===== src/rtl/vreq_pkg.sv =====
package vreq_pkg;
   localparam logic [7:0] RT_SET    = 8'h40;
   localparam logic [7:0] RT_GET    = 8'hC0;
   localparam logic [7:0] RC_DIV    = 8'h05;
   localparam logic [7:0] RC_LCR_RD = 8'h06;
   localparam logic [7:0] RC_LCR_WR = 8'h07;
   localparam logic [7:0] RC_MCR_WR = 8'h0A;
   localparam logic [7:0] RC_MSR_RD = 8'h02;
   localparam logic [7:0] RC_NOP    = 8'h0B;
   localparam logic [7:0] RC_CTS    = 8'h0C;
   localparam int         CTS_BIT   = 4;

   typedef enum logic [2:0] {
      K_BAD, K_DIV, K_LCR, K_MCR, K_CTS, K_NOP, K_RD_LCR, K_RD_MSR
   } kind_t;

   typedef enum logic [1:0] {ST_IDLE, ST_WR, ST_RD} state_t;
endpackage


===== src/rtl/vreq_decode.sv =====
module vreq_decode
   import vreq_pkg::*;
#(
   parameter int LEN_W     = 16,
   parameter int DIV_BYTES = 4
)(
   input  logic [7:0]       req_type,
   input  logic [7:0]       req_code,
   input  logic [LEN_W-1:0] req_len,
   output kind_t            kind,
   output logic             ok,
   output logic             is_get
);
   logic [LEN_W-1:0] want_len;

   always_comb begin
      kind = K_BAD;
      if (req_type == RT_SET) begin
         case (req_code)
            RC_DIV:    kind = K_DIV;
            RC_LCR_WR: kind = K_LCR;
            RC_MCR_WR: kind = K_MCR;
            RC_CTS:    kind = K_CTS;
            RC_NOP:    kind = K_NOP;
            default:   kind = K_BAD;
         endcase
      end else if (req_type == RT_GET) begin
         case (req_code)
            RC_LCR_RD: kind = K_RD_LCR;
            RC_MSR_RD: kind = K_RD_MSR;
            default:   kind = K_BAD;
         endcase
      end
   end

   assign want_len = (kind == K_DIV) ? LEN_W'(DIV_BYTES) : LEN_W'(1);
   assign ok       = (kind != K_BAD) && (req_len == want_len);
   assign is_get   = (kind == K_RD_LCR) || (kind == K_RD_MSR);
endmodule


===== src/rtl/vreq_regs.sv =====
module vreq_regs
   import vreq_pkg::*;
#(
   parameter int                  DIV_BYTES     = 4,
   parameter logic [8*DIV_BYTES-1:0] DIV_RESET  = 12,
   parameter logic [7:0]          LCR_RESET     = 8'h03,
   parameter bit                  MCR_RSVD_ZERO = 1'b1
)(
   input  logic                     clk,
   input  logic                     rst_n,
   input  logic                     commit,
   input  kind_t                    kind,
   input  logic [8*DIV_BYTES-1:0]   word,
   output logic [8*DIV_BYTES-1:0]   div_q,
   output logic [7:0]               lcr_q,
   output logic [7:0]               mcr_q,
   output logic                     gate_q
);
   logic [7:0] mcr_in;

   generate
      if (MCR_RSVD_ZERO) begin : g_mcr_mask
         assign mcr_in = {3'b000, word[4:0]};
      end else begin : g_mcr_full
         assign mcr_in = word[7:0];
      end
   endgenerate

   always_ff @(posedge clk) begin
      if (!rst_n) begin
         div_q  <= DIV_RESET;
         lcr_q  <= LCR_RESET;
         mcr_q  <= 8'h00;
         gate_q <= 1'b0;
      end else if (commit) begin
         case (kind)
            K_DIV:   div_q  <= word;
            K_LCR:   lcr_q  <= word[7:0];
            K_MCR:   mcr_q  <= mcr_in;
            K_CTS:   gate_q <= word[0];
            default: ;
         endcase
      end
   end
endmodule


===== src/rtl/vreq_report.sv =====
module vreq_report #(
   parameter int BYTE_W = 8
)(
   input  logic              clk,
   input  logic              rst_n,
   input  logic              rpt_trig,
   input  logic [BYTE_W-1:0] msr_in,
   input  logic [BYTE_W-1:0] lsr_in,
   output logic              rpt_valid,
   input  logic              rpt_ready,
   output logic [BYTE_W-1:0] rpt_data
);
   logic                  busy_q;
   logic                  second_q;
   logic [2*BYTE_W-1:0]   snap_q;

   always_ff @(posedge clk) begin
      if (!rst_n) begin
         busy_q   <= 1'b0;
         second_q <= 1'b0;
         snap_q   <= '0;
      end else if (!busy_q) begin
         if (rpt_trig) begin
            busy_q   <= 1'b1;
            second_q <= 1'b0;
            snap_q   <= {lsr_in, msr_in};
         end
      end else if (rpt_ready) begin
         if (second_q) busy_q <= 1'b0;
         second_q <= ~second_q;
      end
   end

   assign rpt_valid = busy_q;
   assign rpt_data  = second_q ? snap_q[2*BYTE_W-1:BYTE_W] : snap_q[BYTE_W-1:0];

   // a byte offered and not taken stays put
   assert_rpt_hold_R8: assert property (@(posedge clk) disable iff (!rst_n)
      (rpt_valid && !rpt_ready) |=> (rpt_valid && $stable(rpt_data)));
endmodule


===== src/rtl/vreq_bridge.sv =====
module vreq_bridge
   import vreq_pkg::*;
#(
   parameter int   LEN_W         = 16,
   parameter int   DIV_BYTES     = 4,
   parameter int   DIV_RESET     = 12,
   parameter logic [7:0] LCR_RESET = 8'h03,
   parameter bit   MCR_RSVD_ZERO = 1'b1
)(
   input  logic                   clk,
   input  logic                   rst_n,
   input  logic                   req_valid,
   output logic                   req_ready,
   input  logic [7:0]             req_type,
   input  logic [7:0]             req_code,
   input  logic [LEN_W-1:0]       req_len,
   input  logic                   wr_valid,
   output logic                   wr_ready,
   input  logic [7:0]             wr_data,
   output logic                   rd_valid,
   input  logic                   rd_ready,
   output logic [7:0]             rd_data,
   output logic                   stall,
   output logic                   done,
   input  logic [7:0]             msr_in,
   input  logic [7:0]             lsr_in,
   input  logic                   rpt_trig,
   output logic                   rpt_valid,
   input  logic                   rpt_ready,
   output logic [7:0]             rpt_data,
   output logic [8*DIV_BYTES-1:0] baud_div,
   output logic [7:0]             lcr,
   output logic [7:0]             mcr,
   output logic                   cts_gate,
   output logic                   tx_allow
);
   localparam int DIV_W = 8 * DIV_BYTES;
   localparam int CNT_W = $clog2(DIV_BYTES + 1);

   generate
      if (DIV_BYTES < 1 || DIV_BYTES > 8) begin : g_bad_div
         $error("vreq_bridge: DIV_BYTES must lie in 1..8");
      end
      if (LEN_W < CNT_W || LEN_W > 16) begin : g_bad_len
         $error("vreq_bridge: LEN_W out of range");
      end
   endgenerate

   state_t            state_q;
   kind_t             kind_q;
   kind_t             dec_kind;
   logic              dec_ok;
   logic              dec_get;
   logic [CNT_W-1:0]  cnt_q;
   logic [DIV_W-1:0]  stage_q;
   logic [DIV_W-1:0]  word;
   logic [7:0]        rd_q;
   logic              stall_q;
   logic              done_q;
   logic              req_fire;
   logic              wr_fire;
   logic              rd_fire;
   logic              last_byte;
   logic              commit;

   vreq_decode #(.LEN_W(LEN_W), .DIV_BYTES(DIV_BYTES)) decode_i (
      .req_type (req_type),
      .req_code (req_code),
      .req_len  (req_len),
      .kind     (dec_kind),
      .ok       (dec_ok),
      .is_get   (dec_get)
   );

   assign req_ready = (state_q == ST_IDLE);
   assign wr_ready  = (state_q == ST_WR);
   assign rd_valid  = (state_q == ST_RD);
   assign rd_data   = rd_q;
   assign stall     = stall_q;
   assign done      = done_q;

   assign req_fire  = req_valid && req_ready;
   assign wr_fire   = wr_valid && wr_ready;
   assign rd_fire   = rd_valid && rd_ready;
   assign last_byte = (kind_q == K_DIV) ? (cnt_q == CNT_W'(DIV_BYTES - 1)) : 1'b1;
   assign commit    = wr_fire && last_byte;

   always_comb begin
      word = stage_q;
      word[8*int'(cnt_q) +: 8] = wr_data;
   end

   always_ff @(posedge clk) begin
      if (!rst_n) begin
         state_q <= ST_IDLE;
         kind_q  <= K_BAD;
         cnt_q   <= '0;
         stage_q <= '0;
         rd_q    <= 8'h00;
         stall_q <= 1'b0;
         done_q  <= 1'b0;
      end else begin
         stall_q <= req_fire && !dec_ok;
         done_q  <= commit || rd_fire;
         case (state_q)
            ST_IDLE: begin
               if (req_fire && dec_ok) begin
                  kind_q  <= dec_kind;
                  cnt_q   <= '0;
                  state_q <= dec_get ? ST_RD : ST_WR;
                  if (dec_get) rd_q <= (dec_kind == K_RD_LCR) ? lcr : msr_in;
               end
            end
            ST_WR: begin
               if (wr_fire) begin
                  stage_q <= word;
                  cnt_q   <= cnt_q + 1'b1;
                  if (last_byte) state_q <= ST_IDLE;
               end
            end
            ST_RD: begin
               if (rd_fire) state_q <= ST_IDLE;
            end
            default: state_q <= ST_IDLE;
         endcase
      end
   end

   vreq_regs #(
      .DIV_BYTES     (DIV_BYTES),
      .DIV_RESET     (DIV_W'(DIV_RESET)),
      .LCR_RESET     (LCR_RESET),
      .MCR_RSVD_ZERO (MCR_RSVD_ZERO)
   ) regs_i (
      .clk    (clk),
      .rst_n  (rst_n),
      .commit (commit),
      .kind   (kind_q),
      .word   (word),
      .div_q  (baud_div),
      .lcr_q  (lcr),
      .mcr_q  (mcr),
      .gate_q (cts_gate)
   );

   assign tx_allow = !cts_gate || msr_in[CTS_BIT];

   vreq_report #(.BYTE_W(8)) report_i (
      .clk       (clk),
      .rst_n     (rst_n),
      .rpt_trig  (rpt_trig),
      .msr_in    (msr_in),
      .lsr_in    (lsr_in),
      .rpt_valid (rpt_valid),
      .rpt_ready (rpt_ready),
      .rpt_data  (rpt_data)
   );

   // a refused request leaves every register as it was
   assert_stall_keeps_regs_R7: assert property (@(posedge clk) disable iff (!rst_n)
      stall |-> ($stable(baud_div) && $stable(lcr) && $stable(mcr) && $stable(cts_gate)));

   // divisor does not move while its bytes are still arriving
   assert_div_atomic_R3: assert property (@(posedge clk) disable iff (!rst_n)
      (state_q == ST_WR && !commit) |=> $stable(baud_div));

   // read byte is held until taken
   assert_rd_hold_R6: assert property (@(posedge clk) disable iff (!rst_n)
      (rd_valid && !rd_ready) |=> (rd_valid && $stable(rd_data)));

   // completion returns to idle, and never coincides with a stall
   assert_done_idle_R9: assert property (@(posedge clk) disable iff (!rst_n)
      done |-> req_ready);
   assert_done_stall_excl_R9: assert property (@(posedge clk) disable iff (!rst_n)
      $onehot0({done, stall}));
endmodule


===== config.mk =====
export PLATFORM = sky130hd
export DESIGN_NAME = vreq_bridge
export DESIGN_NICKNAME = d
export VERILOG_FILES = /design/src/rtl/vreq_pkg.sv /design/src/rtl/vreq_decode.sv /design/src/rtl/vreq_regs.sv /design/src/rtl/vreq_report.sv /design/src/rtl/vreq_bridge.sv
export SDC_FILE = /design/constraint.sdc
export NUM_CORES = 1
export LEC_CHECK = 0
export BUFFER_PORTS_ARGS = -buffer_cell sky130_fd_sc_hd__buf_2
export CAP_MARGIN = 20
export CORE_MARGIN = 3
export CORE_UTILIZATION = 53
export DETAILED_ROUTE_END_ITERATION = 7
export PLACE_DENSITY = 0.88
export SYNTH_ARGS = -nofsm -noshare
export SYNTH_HDL_FRONTEND = slang
export SYNTH_SLANG_ARGS = --single-unit

===== constraint.sdc =====
create_clock -name clk -period 2.7 [get_ports clk]
set_clock_uncertainty 0.05 [all_clocks]
set_input_delay 0.54 -clock clk [delete_from_list [all_inputs] [get_ports clk]]
set_output_delay 0.54 -clock clk [all_outputs]
set_load 0.01 [all_outputs]

=== Word-level counts from Yosys, hierarchy flattened ===
Cells that the tools add are included.

* Add/sub/neg operators: 2
* Multipliers: 0
* Divide/modulo/power cells: 0
* Order comparisons: 0
* Eq/ne operators: 25
* Shift-type cells: 2
* Muxes and demuxes: 25
* Bitwise logic cells: 2
* Reductions and logical operators: 27

{| class="wikitable"
|+ Operators with widths
! kind !! number
|-
| 6-bit negation with 33-bit output || 1
|-
| 8-bit by 33-bit variable shift with 32-bit output, first input constant || 1
|-
| 8-bit by 33-bit indexed part select with 32-bit output || 1
|-
| 32-bit bitwise mux || 1
|-
| 8-bit by 3-bit == test with 1-bit output, second input constant || 3
|-
| 8-bit by 4-bit == test with 1-bit output, second input constant || 3
|-
| 16-bit == test || 1
|-
| 8-bit 2-to-1 mux || 2
|-
| 2-bit AND reduction || 8
|-
| 3-bit 2-to-1 mux || 5
|-
| 3-bit case mux with 5 select lines || 1
|-
| 3-bit case mux with 2 select lines || 2
|-
| 2-bit 2-to-1 mux || 5
|-
| 3-bit by 2-bit == test with 1-bit output, second input constant || 3
|-
| 3-bit == test, second input constant || 3
|-
| 8-bit by 2-bit == test with 1-bit output, second input constant || 1
|-
| 8-bit by 7-bit == test with 1-bit output, second input constant || 1
|-
| 8-bit == test, second input constant || 1
|-
| 1-bit 2-to-1 mux || 8
|-
| 2-bit by 1-bit != test with 1-bit output, second input constant || 4
|-
| 1-bit logical AND || 7
|-
| 3-bit by 1-bit == test with 1-bit output, second input constant || 2
|-
| 2-bit case mux with 3 select lines || 1
|-
| 3-bit AND reduction || 2
|-
| other kinds (11) || 16
|}

* Flip-flop bits (word level): 114
* Bits in latches: 0
* Memory bits (writable): 0
* ROM bits: 0
* Input port bits: 63
* Output and inout port bits: 72
* Memories: 0

=== Longest topological paths before layout ===
Gate-level depths: netlist of the first run.

* Depth in word-level cells: 11
* Depth in mapped cells: 10

=== Hierarchy ===
Synthesis of the first run repeated with hierarchy kept, for this count alone.

* Cell total of the unflattened synthesis: 621
* Area, all modules: 5544.1 sq um

{| class="wikitable"
|+ By module, submodules not included
! module !! times used !! cells each !! area each (sq um) !! sequential area each (sq um)
|-
| vreq_bridge || 1 || 298 || 2611.3 || 1001.0
|-
| vreq_regs || 1 || 196 || 1866.8 || 920.9
|-
| vreq_report || 1 || 88 || 787.0 || 360.3
|-
| vreq_decode || 1 || 39 || 279.0 || 0.0
|}

=== Worst setup path before layout of the first run ===
Ideal clock, no wire load.

* Path kind: register to register
* Start point: reg cnt_q[0]
* End point: reg stage_q[16]
* Arrival time: 2259 ps
* Setup slack: 264 ps
* Stages on the path, launching flop included: 11
* Clock period less this slack: 2436 ps
* Path through: dfxtp_1 > inv_1 > ha_1 > ha_1 > nand3b_1 > nor3_1 > buf_1 > and2_1 > buf_2 > mux2i_1 > nor2_1

* Longest elaborated chain between the ends: 3
* Elaborated cells on any way between the ends: 4
* Classes of those cells: add/sub (1); shift (2); mux (1)

{| class="wikitable"
|+ RTL lines
! element !! line !! text
|-
| from (decl) || vreq_bridge.sv:54 || <nowiki>logic [CNT_W-1:0] cnt_q;</nowiki>
|-
| from (signal assigned) || vreq_bridge.sv:117 || <nowiki>cnt_q <= cnt_q + 1'b1;</nowiki>
|-
| 6-bit negation with 33-bit output (*) || vreq_bridge.sv:90 || <nowiki>word[8*int'(cnt_q) +: 8] = wr_data;</nowiki>
|-
| 8-bit by 33-bit indexed part select with 32-bit output or 8-bit by 33-bit variable shift with 32-bit output (tied branches) || vreq_bridge.sv:90 ||
|-
| 32-bit bitwise mux (*) || vreq_bridge.sv:90 ||
|-
| to (signal assigned) || vreq_bridge.sv:116 || <nowiki>stage_q <= word;</nowiki>
|-
| to (decl) || vreq_bridge.sv:55 || <nowiki>logic [DIV_W-1:0] stage_q;</nowiki>
|}

Mark *: on every way between the ends. The rest lies on a longest branch, timed or not.
A chain may end at the register's enable or synchronous reset.

=== Worst setup path after layout of the first run ===
* Start point: reg cnt_q[0]
* End point: reg stage_q[8]

The elaborated chain is that of the path after synthesis.

==> metrics.md, run 1 <==
| Metric | Value |
|---|---|
| Ys async rst share | `0%` |
| Setup violators final | `0` |
| Synth Cell Area | `0.00506 mm^2` |
| GRT Resource Usage Total | `25.3%` |
| Mean post-synth cell area | `8.53 um^2` |
| WP buf/inv | `1` |
| Area growth syn-to-layout | `27.7%` |
| Starting DRC count in detailed routing | `280` |
| Crit path capture type | `flip-flop` |
| Synth area leader | `dfxtp_1` |
| PostCTS Resize Cnt | `0` |
| Netlist cell types | `48` |
| Vias per cell | `5.55` |
| Cells after synthesis | `593` |
| Slew Limit Fails | `0` |
| Worst hold path endpoint | `report_i.snap_q[8]` |
| Synth Area in XOR/XNOR | `0%` |
| CP Max Fanout | `17` |
| Worst-Margin Slew | `0.884 ns` |
| Filler Cell Count | `700` |
| Final Cell Area | `0.00646 mm^2` |
| R2R setup slack | `0.38 ns` |
| Fin crit period | `2.32 ns` |
| Crit-path leading delay family | `simple AND/OR/NAND/NOR gates` |
| Chip height | `104 um` |
| Hold Crit Depth | `3` |
| Hold Crit Class | `in -> reg` |
| Core area | `0.00924 mm^2` |
| Layout Cells excl Fill | `857` |
| Main combinational cell family by area after synthesis | `simple AND/OR/NAND/NOR gates` |
| Most frequent cells in the layout | `131 x buf_2, 114 x dfxtp_1, 104 x nor2_1` |
| Initial Utilization | `54.7%` |
| Max_cap viols | `0` |
| Clk slew on worst S/H paths | `0.06 ns` |
| Adder-Cell Fraction of Synth Area | `0.990%` |
| Rows | `35` |
| Root buffer cell | `clkbuf_8` |
| Top post-synthesis cells by area | `dfxtp_1 45%, mux2i_1 8.1%, a211oi_1 7.7%` |
| Worst reg2reg path depth | `8` |
| H-tree levels | `4` |
| I/O Pins | `135` |
| Post-CTS Hold Buffers | `0` |
| Hpwl dp | `9720 um` |
| CTS tree | `yes` |
| First-pass GRT wire length | `22400 um` |
| Largest net degree at the start of global routing | `55` |
| Fin nets | `782` |
| Vias in the first global route | `4669` |
| CTS max path bufs | `2` |
| RSZ-0062 raised after global routing | `no` |
| Status | `completed` |
| Initial antenna violation count | `0` |
| Post-route ant nets | `0` |
| 1st-pass router iterations | `5` |
| Kind of critical path | `reg -> reg` |
| Skew-Pair Late Insertion Delay | `0.51 ns` |
| Final Core Density | `69.9%` |
| Critical Path RT | `3.05 ns` |
| Sequential-to-total area share from yosys stat | `45.1%` |
| Reg-to-Reg End | `stage_q[8]` |
| Crit path launch type | `flip-flop` |
| CTS buffer count | `17` |
| Placed cells | `825` |
| DRC | `0` |
| Compound-Gate Fraction of Synth Area | `17.6%` |
| Reg2reg start | `cnt_q[0]` |
| Critical path's largest stage delay | `0.43 ns` |
| Final period utilization | `85.9%` |
| Cell Chain, Critical Path | `inv_1 > ha_1 > ha_1 > nand3b_1 > or2_2 > nor2_1 > mux2i_1 > nor2_1` |
| Commonest non-fill, non-tap cell in the layout | `buf_2` |
| Peak supply drop | `0.000498 V` |
| Drt wl/cell | `15.8 um` |
| Relative slew slack | `41.0%` |
| Leakage power | `2.58 nW` |
| Number of flops mapped to enable cells by yosys | `0` |
| # clock sinks | `114` |
| Placer Congestion | `0.852` |
| DIE WIDTH | `104 um` |
| Multiplexer share of the synthesized area | `10.1%` |
| Top_reg_cell synth | `dfxtp_1` |
| Drt total wl | `13500 um` |
| Storage cell area | `0.00228 mm^2` |
| Ant. Diodes | `0` |
| #FFs+latches synth | `114` |
| Fin Setup TNS | `0 ns` |
| Area of the multi-input gates | `0.00257 mm^2` |
| Final Hold Fails | `0` |
| Synth Area in Simple Gates | `21.9%` |
| Power Density | `656 mW/mm^2` |
| Post-CTS Setup Bufs | `0` |
| Routed via count | `4759` |
| Fmax | `0.431 GHz` |
| Synth Warn # | `0` |
| Crit path DAT | `2.67 ns` |
| Layout cells sized above 1 | `27.1%` |
| Top cell type's share of synthesized area | `45.1%` |
| DIE AREA | `0.0107 mm^2` |
| Port bufs | `131` |
| HP Start | `lsr_in[0]` |
| Placed cell areas | `0.00583 mm^2` |
| Slowest stage cell, crit path | `or2_2` |
| Grt total ovfl | `0` |
final cells by class:
type | instances | area share, %
clock buffer | 19 | 6.84
tap | 129 | 2.50
clock inverter | 13 | 2.85
multi-input combinational | 429 | 39.8
inverter | 7 | 0.407
sequential | 114 | 35.3
timing repair buffer | 146 | 12.3
logic make-up (layout without fill, tap and decap cells):
| group | count (synthesis) | count (layout) |
|---|---|---|
| multiplexers | 50 | 50 |
| buffers and inverters | 52 | 185 |
| AO/OA/AOI/OAI | 132 | 132 |
| flip-flops | 114 | 114 |
| AND/OR/NAND/NOR | 240 | 240 |
| adder cells (fa/ha/maj) | 4 | 4 |
| other | 1 | 3 |
per-layer routing:
metal  vias to the layer above  share of wire [%]  global-route usage, %
met1                      2242                 42                   29.8
li1                       2348                  -                      -
met4                         0               0.87                   6.08
met5                         -                  0                      0
met3                        17                5.6                   7.29
met2                       152                 51                   45.3
worst max-delay path by stage:
stage / from / endpoint / slack [ns] / cells past startpoint
3_5_place_dp: req_len[2] / kind_q[2] / 0.16 / 6
4_1_cts: cnt_q[0] / stage_q[16] / 0.34 / 8
5_1_grt: cnt_q[1] / stage_q[22] / 0.19 / 8
6_report: cnt_q[0] / stage_q[8] / 0.38 / 8
2_1_floorplan: cnt_q[0] / stage_q[16] / 0.26 / 10
3_3_place_gp: req_len[2] / kind_q[2] / 0.24 / 6
synthesized netlist by cell type, types with 5 or more instances:
cell,number
dfxtp_1,114
a21oi_1,40
and2_1,5
nor2_1,104
o21ai_0,11
or2_2,6
a211oi_1,52
nand2b_1,9
nor4_1,6
a311oi_1,10
nand2_1,64
mux2_2,9
inv_1,5
nor3_1,13
mux2i_1,41
clkbuf_1,35
through the flow:
stage / setup slack [ns] / hold slack [ns] / total power, W
floorplan: 0.264 / 0.383 / 0.00185
CTS: 0.343 / 0.202 / 0.00425
global route: 0.191 / 0.209 / 0.00437
finish: 0.380 / 0.219 / 0.00423
detailed placement: 0.158 / 0.395 / 0.00195
global placement: 0.239 / 0.391 / 0.00194
state kept, by name, indices dropped and copies added, names as in the netlist:
register            count
regs_i.mcr_q            5
regs_i.div_q           32
state_q                 2
report_i.snap_q        16
regs_i.lcr_q            8
report_i.rpt_valid      1
stall                   1
report_i.second_q       1
kind_q                  3
cnt_q                   3
regs_i.gate_q           1
stage_q                32
rd_data                 8
done                    1
worst min-delay path: cells and delay by family:
| kind | cells | cell delay [ns] |
|---|---|---|
| buffers and inverters | 1 | 0.10 |
| AND/OR/NAND/NOR | 1 | 0.04 |
| AO/OA/AOI/OAI | 1 | 0.05 |
power breakdown:
part	switching (W)	total, W	internal (W)
Clock	0.000775	0.00232	0.00154
Sequential	0.0000120	0.00171	0.00170
Combinational	0.000122	0.000206	0.0000841
No activity file was read; power rests on OpenSTA's default activity.
==> run 2, diff against run 1 <==
Settings changed: ABC_AREA set to 1, CTS_CLUSTER_DIAMETER set to 60.
==> metrics.md, run 2 <==
| Metric | Value |
|---|---|
| Leakage power | `3.44 nW` |
| Synth area leader | `dfxtp_1` |
| Rows | `35` |
| Slew Limit Fails | `0` |
| Switch Pwr | `0.00147 W` |
| Crit path DAT | `2.68 ns` |
| Kind of critical path | `reg -> reg` |
| Top cells by count, synth | `124 x nand2_1, 114 x dfxtp_1, 113 x inv_1` |
| Hold Crit Class | `in -> reg` |
| 1st-pass router iterations | `5` |
| DRC | `0` |
| Port bufs | `131` |
| Fin nets | `957` |
| Placer Congestion | `0.808` |
| Setup violators final | `0` |
| Grt total ovfl | `0` |
| Design Power | `0.00494 W` |
| Max_cap viols | `0` |
| Ant. Diodes | `0` |
| HP Start | `lsr_in[6]` |
| Comb pwr share | `18.2%` |
| Clock power frac | `43.4%` |
| Fmax | `0.438 GHz` |
| DIE AREA | `0.0113 mm^2` |
| CTS buffer count | `17` |
| Critical path's largest stage delay | `0.48 ns` |
| Vias per cell | `5.01` |
| Internal power | `0.00347 W` |
| #FFs+latches synth | `114` |
| Slowest stage cell, crit path | `o21ai_0` |
| Reg2reg start | `cnt_q[0]` |
| Share of power burned in registers | `38.5%` |
| Count leader, synth | `nand2_1` |
| Final period utilization | `84.5%` |
| CP Max Fanout | `16` |
| Peak supply drop | `0.000468 V` |
| Power Density | `745 mW/mm^2` |
| Sw frac | `29.8%` |
| Drt wl/cell | `12.8 um` |
| Routed via count | `5169` |
| PostCTS Resize Cnt | `0` |
| Drt total wl | `13200 um` |
| I/O Pins | `135` |
| Area of the multi-input gates | `0.00242 mm^2` |
| Starting DRC count in detailed routing | `381` |
| Sequential-to-total area share from yosys stat | `43.0%` |
| Final Hold Fails | `0` |
| CTS tree | `yes` |
| Worst-Margin Slew | `0.874 ns` |
| Crit path capture type | `flip-flop` |
| Initial antenna violation count | `0` |
| Storage cell area | `0.00228 mm^2` |
| R2R setup slack | `0.42 ns` |
| Ys async rst share | `0%` |
| RSZ-0062 raised after global routing | `no` |
| Initial Utilization | `55.9%` |
| Crit. Startpoint | `cnt_q[0]` |
| Top Registers | `regs_i.div_q (32), stage_q (32), report_i.snap_q (16)` |
| Clk slew on worst S/H paths | `0.06 ns` |
| Mean post-synth cell area | `6.97 um^2` |
| Root buffer cell | `clkbuf_8` |
| Layout cells sized above 1 | `23.7%` |
| Status | `completed` |
| Post-CTS Hold Buffers | `0` |
| Most frequent cells in the layout | `131 x buf_2, 124 x nand2_1, 114 x dfxtp_1` |
| Fin Setup TNS | `0 ns` |
| Cells after synthesis | `762` |
| Synth Warn # | `0` |
| Skew-Pair Late Insertion Delay | `0.52 ns` |
| Relative slew slack | `41.5%` |
| Hpwl dp | `9070 um` |
| H-tree levels | `4` |
| GRT Resource Usage Total | `24.4%` |
| Critical Path RT | `3.10 ns` |
| Largest net degree at the start of global routing | `51` |
| Synth Cell Area | `0.00531 mm^2` |
| Top cell type's share of synthesized area | `43.0%` |
| Vias in the first global route | `4911` |
| Netlist cell types | `38` |
| Cell Chain, Critical Path | `inv_1 > ha_1 > ha_1 > inv_1 > nand4_2 > o21ai_0 > o21ai_0 > a21oi_1` |
| Commonest non-fill, non-tap cell in the layout | `buf_2` |
| DIE WIDTH | `106 um` |
| Post-CTS Setup Bufs | `0` |
| Area growth syn-to-layout | `25.1%` |
| Top_reg_cell synth | `dfxtp_1` |
| Post-route ant nets | `0` |
| Filler Cell Count | `825` |
| Chip height | `106 um` |
| Fin crit period | `2.28 ns` |
| First-pass GRT wire length | `22300 um` |
| # clock sinks | `114` |
| Core area | `0.00950 mm^2` |
| Number of flops mapped to enable cells by yosys | `0` |
| Crit path launch type | `flip-flop` |
| CTS max path bufs | `2` |
| Top post-synthesis cells by area | `dfxtp_1 43%, o21ai_0 10%, nand2_1 8.8%` |
run 2: cell count changes after synthesis, sizes merged, moves of 13 or more:
cell / change
inv: +113
o21ai: +118
mux2i: -41
nand2: +68
o21bai: +13
nor2: +21
a211oi: -47
clkbuf: -14
run 2: kinds of logic after synthesis:
group,synth area share (%)
other,0.0707
and+or+nand+nor,24.3
buffers and inverters,11.6
muxes,0.424
DFF,43.0
adders and majority gates,0.943
AOI/OAI and AO/OA,19.6
run 2: area by class of cell:
cell class / count / area share, %
well taps: 129 / 2.43
inverters: 121 / 6.92
clock buffers: 18 / 6.30
clock inverters: 14 / 2.34
multi-input cells: 493 / 36.4
repair buffers: 143 / 11.2
flip-flops and latches: 114 / 34.4
run 2: worst max-delay path, delay by kind of cell, from the launching register on:
family	cells	cell delay [ns]
AND/OR/NAND/NOR	1	0.32
adder cells (fa/ha/maj)	2	0.49
buffers and inverters	2	0.23
flip-flops	1	0.32
AO/OA/AOI/OAI	3	0.79
run 2: layer usage:
layer,vias to the layer above,wire length [um],part of all wire [%],track usage [%]
li1,2662,-,-,-
met1,2329,5940,45,30.1
met2,160,6460,49,41.8
met3,18,702,5.3,6.50
met4,0,146,1.1,7.03
met5,-,0,0,0
run 2: power by group through the flow:
stage | sequential [W] | combinational (W) | clock [W]
floorplan | 0.00192 | 0.000615 | 0
global placement | 0.00193 | 0.000861 | 0
detailed placement | 0.00193 | 0.000880 | 0
CTS | 0.00190 | 0.000890 | 0.00217
global route | 0.00192 | 0.00101 | 0.00225
finish | 0.00190 | 0.000897 | 0.00214
run 2: per-stage QoR:
step / setup slack (ns) / hold WS (ns) / cell area [um^2] / cells / utilization [%]
final: 0.419 / 0.202 / 6640 / 1032 / 69.8
after global routing: 0.121 / 0.188 / 6640 / 1032 / 69.8
after CTS: 0.438 / 0.186 / 6640 / 1032 / 69.8
after global placement: 0.427 / 0.391 / 6060 / 1000 / 63.8
after floorplan: 0.619 / 0.386 / 5320 / 764 / -
after detailed placement: 0.365 / 0.403 / 6060 / 1000 / 63.8
run 2: final timing paths:
kind,end,cells after the start
min reg2reg,stage_q[23],2
max,regs_i.lcr_q[3],8
min,report_i.snap_q[14],3
max reg2reg,regs_i.lcr_q[3],8
